## config.mk

```make
export PLATFORM = sky130hd
export DESIGN_NAME = brcc_next_pc
export DESIGN_NICKNAME = d
export VERILOG_FILES = /design/src/rtl/brcc_pkg.sv /design/src/rtl/brcc_cond_eval.sv /design/src/rtl/brcc_target_calc.sv /design/src/rtl/brcc_next_pc.sv
export SDC_FILE = /design/constraint.sdc
export NUM_CORES = 1
export LEC_CHECK = 0
export BUFFER_PORTS_ARGS = -buffer_cell sky130_fd_sc_hd__buf_2
export CELL_PAD_IN_SITES_DETAIL_PLACEMENT = 1
export CELL_PAD_IN_SITES_GLOBAL_PLACEMENT = 1
export CORE_ASPECT_RATIO = 1.75
export CORE_UTILIZATION = 25
export CTS_CLUSTER_DIAMETER = 200
export DETAILED_ROUTE_END_ITERATION = 10
export GPL_TIMING_DRIVEN = 0
export PLACE_DENSITY_LB_ADDON = 0.08
export SETUP_SLACK_MARGIN = 0.2
export SYNTH_ARGS = -nofsm -noshare
export SYNTH_HDL_FRONTEND = slang
export SYNTH_HIERARCHICAL = 1
export SYNTH_SLANG_ARGS = --single-unit
```

## constraint.sdc

```tcl
create_clock -name clk_i -period 0.8 [get_ports clk_i]
set_input_delay 0.04 -clock clk_i [delete_from_list [all_inputs] [get_ports clk_i]]
set_output_delay 0.04 -clock clk_i [all_outputs]
set_load 0.01 [all_outputs]
```

## src/rtl/brcc_pkg.sv

```systemverilog
package brcc_pkg;
  typedef enum logic [1:0] {
    KIND_NONE = 2'd0,
    KIND_COND = 2'd1,
    KIND_JUMP = 2'd2,
    KIND_RSVD = 2'd3
  } br_kind_e;

  typedef enum logic [3:0] {
    CC_CCLR = 4'd0,  CC_CSET = 4'd1,  CC_NE = 4'd2,  CC_EQ = 4'd3,
    CC_PL   = 4'd4,  CC_MI   = 4'd5,  CC_VC = 4'd6,  CC_VS = 4'd7,
    CC_HI   = 4'd8,  CC_LS   = 4'd9,  CC_GE = 4'd10, CC_LT = 4'd11,
    CC_GT   = 4'd12, CC_LE   = 4'd13, CC_N0 = 4'd14, CC_N1 = 4'd15
  } br_cond_e;

  typedef struct packed {
    logic n;
    logic z;
    logic v;
    logic c;
  } flags_t;
endpackage

```

## src/rtl/brcc_cond_eval.sv

```systemverilog
module brcc_cond_eval
  import brcc_pkg::*;
(
  input  logic [3:0] cond_i,
  input  flags_t     flags_i,
  output logic       taken_o
);
  logic lt;
  assign lt = flags_i.n ^ flags_i.v;

  always_comb begin
    unique case (br_cond_e'(cond_i))
      CC_CCLR: taken_o = ~flags_i.c;
      CC_CSET: taken_o = flags_i.c;
      CC_NE:   taken_o = ~flags_i.z;
      CC_EQ:   taken_o = flags_i.z;
      CC_PL:   taken_o = ~flags_i.n;
      CC_MI:   taken_o = flags_i.n;
      CC_VC:   taken_o = ~flags_i.v;
      CC_VS:   taken_o = flags_i.v;
      CC_HI:   taken_o = ~(flags_i.c | flags_i.z);
      CC_LS:   taken_o = flags_i.c | flags_i.z;
      CC_GE:   taken_o = ~lt;
      CC_LT:   taken_o = lt;
      CC_GT:   taken_o = ~(flags_i.z | lt);
      CC_LE:   taken_o = flags_i.z | lt;
      default: taken_o = 1'b0;
    endcase
  end
endmodule

```

## src/rtl/brcc_target_calc.sv

```systemverilog
module brcc_target_calc #(
  parameter int PC_W       = 16,
  parameter int OFF_W      = 10,
  parameter int USED_W     = 9,
  parameter int INSN_BYTES = 2
) (
  input  logic [PC_W-1:0]  seq_i,
  input  logic [OFF_W-1:0] off_i,
  output logic [PC_W-1:0]  tgt_o
);
  localparam int SHIFT = $clog2(INSN_BYTES);
  localparam int EXT_W = PC_W - USED_W;

  logic [PC_W-1:0] disp;

  generate
    if (EXT_W > 0) begin : g_ext
      assign disp = {{EXT_W{off_i[USED_W-1]}}, off_i[USED_W-1:0]} << SHIFT;
    end else begin : g_trunc
      assign disp = off_i[PC_W-1:0] << SHIFT;
    end
  endgenerate

  assign tgt_o = seq_i + disp;
endmodule

```

## src/rtl/brcc_next_pc.sv

```systemverilog
module brcc_next_pc
  import brcc_pkg::*;
#(
  parameter int PC_W       = 16,
  parameter int COND_W     = 9,
  parameter int JUMP_W     = 10,
  parameter int INSN_BYTES = 2
) (
  input  logic              clk_i,
  input  logic              rst_ni,
  input  logic [PC_W-1:0]   pc_i,
  input  logic [JUMP_W-1:0] off_i,
  input  logic [1:0]        kind_i,
  input  logic [3:0]        cond_i,
  input  logic [3:0]        flags_i,
  output logic [PC_W-1:0]   pc_next_o
);
  localparam int ALIGN = $clog2(INSN_BYTES);

  logic [PC_W-1:0] pc_al, seq, tgt_cond, tgt_jump;
  logic [PC_W-1:0] next_d;
  logic            cond_ok;

  assign pc_al = {pc_i[PC_W-1:ALIGN], {ALIGN{1'b0}}};
  assign seq   = pc_al + PC_W'(INSN_BYTES);

  brcc_cond_eval u_cond (
    .cond_i  (cond_i),
    .flags_i (flags_t'(flags_i)),
    .taken_o (cond_ok)
  );

  brcc_target_calc #(
    .PC_W(PC_W), .OFF_W(JUMP_W), .USED_W(COND_W), .INSN_BYTES(INSN_BYTES)
  ) u_tgt_cond (
    .seq_i(seq), .off_i(off_i), .tgt_o(tgt_cond)
  );

  brcc_target_calc #(
    .PC_W(PC_W), .OFF_W(JUMP_W), .USED_W(JUMP_W), .INSN_BYTES(INSN_BYTES)
  ) u_tgt_jump (
    .seq_i(seq), .off_i(off_i), .tgt_o(tgt_jump)
  );

  always_comb begin
    unique case (br_kind_e'(kind_i))
      KIND_COND: next_d = cond_ok ? tgt_cond : seq;
      KIND_JUMP: next_d = tgt_jump;
      default:   next_d = seq;
    endcase
  end

  always_ff @(posedge clk_i or negedge rst_ni) begin
    if (!rst_ni) pc_next_o <= '0;
    else         pc_next_o <= next_d;
  end

  AST_ALIGNED: assert property (@(posedge clk_i) disable iff (!rst_ni)
    pc_next_o[0] == 1'b0);

  AST_SEQ_STEP: assert property (@(posedge clk_i) disable iff (!rst_ni)
    (kind_i == 2'd0 || kind_i == 2'd3) |=>
      pc_next_o == PC_W'({$past(pc_i[PC_W-1:1]), 1'b0} + 2));

  AST_EQ_TAKEN: assert property (@(posedge clk_i) disable iff (!rst_ni)
    (kind_i == 2'd1 && cond_i == 4'd3 && flags_i[2] && off_i[8:0] != 9'd0) |=>
      pc_next_o != PC_W'({$past(pc_i[PC_W-1:1]), 1'b0} + 2));

  AST_NEVER_COND: assert property (@(posedge clk_i) disable iff (!rst_ni)
    (kind_i == 2'd1 && cond_i[3:1] == 3'b111) |=>
      pc_next_o == PC_W'({$past(pc_i[PC_W-1:1]), 1'b0} + 2));

  AST_JUMP_ZERO: assert property (@(posedge clk_i) disable iff (!rst_ni)
    (kind_i == 2'd2 && off_i == '0) |=>
      pc_next_o == PC_W'({$past(pc_i[PC_W-1:1]), 1'b0} + 2));
endmodule

```

==> metrics.cfg <==
[finish]
multi_input_area_um2=3040
largest_register_ffs=16
synthToLayoutAreaGrowth_pct=67.0
largest-register=pc_next_o
drive_gt1_share_pct=51.1
final_area_um2=4450
final_common_cell=buf_2
nNetsFinal=499
most-common-layout-cells=buf_2, buf_4, nor2_1, ha_4
seqCellArea_um2=400
fill_cells=1182
reg_top3=pc_next_o: 16 flops
diodes=0

[cts]
clk_path_buf_depth=2
cts-root-buf=clkbuf_16
cts.sinks=16
numCtsBuffers=3
cts_tree=yes
path_clk_slew_ns=0.05
h-tree-depth=1

[die]
io_pins=54
die_y_um=139
core_area_um2=10300
die_area_um2=11100
die_w_um=80.0
rows=49
start_util_pct=25.9

[worst_setup_path]
crit_slowest_cell=or4_4
cp_max_fo=5
cp-end-kind=flop
path_class=in -> reg
crit_start=pc_i[2]
required_ns=0.97
slowest_delay_ns=0.58
cp-start-kind=primary input
crit_arrival_ns=2.58
crit_chain=buf_8 -> ha_4 -> nand4_4 -> or4_4 -> xor2_4 -> inv_2 -> ha_4 -> and3_4 -> nor2_1 -> mux2i_1 -> o21ai_1 -> nor3_2 -> a22oi_2 -> o22ai_2
path_common_cell=ha_4

[power]
leakagePower_uw=0.00184
peakVddDrop_mv=0.831
p_seq_share_pct=17.1
sw_frac_of_total_pct=39.8
p_int_uw=3350
cellPowerDensity_nw_per_um2=1250
combPwrFrac_pct=63.4
clkPwrFrac_pct=19.6
p_sw_uw=2210

[placement]
portBuffers=51
placed_area_um2=3310
pre_cts_ws_ns=-2.47
gp_congestion=0.789
place_hpwl_um=7970

[sta]
final-max-slew-violation-count=0
min_period_ns=2.42
relSlewSlack_pct=61.2
rsz0062_at_grt=yes
tightest_slew_ns=0.582
fin_crit_sh_pct=302
max_freq_ghz=0.414
setup_violations=15
finalHoldViolCount=0
setup_ws_ns=-1.62

[routing]
wl_um=10200
ant_nets=0
drt-met1-wl_um=3230
vias=2945
wl_met2_um=6510
first_pass_iters=4
drc=0
routed.top_layer=met4
wl_met3_um=194
wire_per_inst_um=18.4
via_per_inst=5.32
first_iter_violations=61

[synth]
syn_inst=338
async_flop_share_pct=100
synth_area_um2=2660
yosys.area_share.adder_pct=16.1
synth_top_area_share_pct=15.0
synthTopCellsByArea=dfrtp_1, ha_1, xnor2_1
synth_xor_area_share_pct=10.5
ys.flop_type=dfrtp_1
synth_mux_area_share_pct=1.69
avgSynthCellArea_um2=7.88
synth_simple_gate_area_share_pct=21.6
synth_top_family_by_area=compound AO/OA/AOI/OAI gates
synth_compound_area_share_pct=30.1
ys_seq_elements=16
synth_top_area_cell=dfrtp_1
yosysUniqueCellTypes=69
ys_seq_area_share_pct=15.0
yosysWarnings=6
synth_edf_count=0

[min_path]
worstHoldStart=pc_i[1]
hold_class=in -> reg

[run_status]
outcome=finished with violations
violations=setup timing

[global_route]
first_global_vias=3109
grt_antenna_before_repair=0
grt_overflow_total=0
grt_max_degree=17
grt_pass1_wl_um=15400
grt_usage_pct=18.2

[job]
cap_violations=0

## cells in the mapped netlist, drive strengths merged (2+ instances only)
cell	count
nand3b	2
nand4	5
o21a	4
nor4	4
ha	31
or4	2
xnor2	22
inv	25
a21oi	22
xor2	10
o31ai	3
mux2i	3
nand3	10
a21o	12
o22ai	10
a221oi	3
nand2	20
a211oi	4
and3	7
o211ai	2
nor3	9
nor2b	3
nor4bb	2
nor2	29
o21ai	16
buf	3
or3	2
clkbuf	4
a211o	4
fa	2
dfrtp	16
nand2b	5
and2b	2
a22oi	14
o41ai	2
a21boi	4
o21bai	2
## stage by stage
step                utilization (%)  setup TNS, ns  hold WS [ns]  power (µW)  instances
CTS                            39.2         -18.11         0.115        5200        540
floorplan                         -         -16.21        -0.256        2670        339
finish                         43.2         -18.48         0.126        5560        554
global placement               32.1         -26.63       -0.0282        3490        517
detailed placement             32.1         -26.79       -0.0186        3510        517
global route                   43.2         -19.97         0.119        5900        554
## worst max-delay path: cells and delay by family
kind	cells	cell delay [ns]
compound gates	3	0.38
xor+xnor	1	0.18
mux	1	0.14
simple gates	5	1.22
fa+ha+maj	2	0.43
buf+inv	2	0.17
## layout make-up
| class | instances | area share [%] |
|---|---|---|
| clock buffers | 4 | 2.00 |
| multi-input cells | 291 | 68.4 |
| well taps | 127 | 3.57 |
| inverters | 25 | 2.17 |
| flip-flops and latches | 16 | 9.00 |
| plain buffers | 7 | 1.15 |
| repair buffers | 84 | 13.8 |
## power groups by stage
stage	registers [µW]	clock network, µW	logic [µW]
after floorplan	1030	0	1650
after global placement	958	0	2530
after detailed placement	957	0	2560
after CTS	947	1110	3140
after global routing	959	1150	3800
final	948	1090	3520
## logic make-up (layout without fill, tap and decap cells)
group,Yosys count,in the layout
multiplexers,4,4
flip-flops,16,16
other,1,2
adder cells (fa/ha/maj),33,33
buffers and inverters,32,120
XOR/XNOR,32,32
AND/OR/NAND/NOR,108,108
AO/OA/AOI/OAI,112,112
## worst paths after layout
kind | to | depth (start not counted)
setup / recovery | pc_next_o[14] | 14
hold / removal | pc_next_o[1] | 3
max in group asynchronous | pc_next_o[15] | 2
min in group asynchronous | pc_next_o[4] | 2
## repair_timing
action	4_1_cts	5_1_grt
setup endpoints to repair	31	47
hold buffers	1	0
resized for setup	104	55
pin swaps	47	25
endpoints found under the hold margin	16	0
buffers inserted	18	14
## layer usage
metal  global-route usage, %  vias to the layer above
met1                    15.9                     1450
li1                        -                     1443
met3                    1.78                       12
met2                    40.0                       40
met5                       0                        -
met4                    4.79                        0
Power figures use the tool's default switching activity.
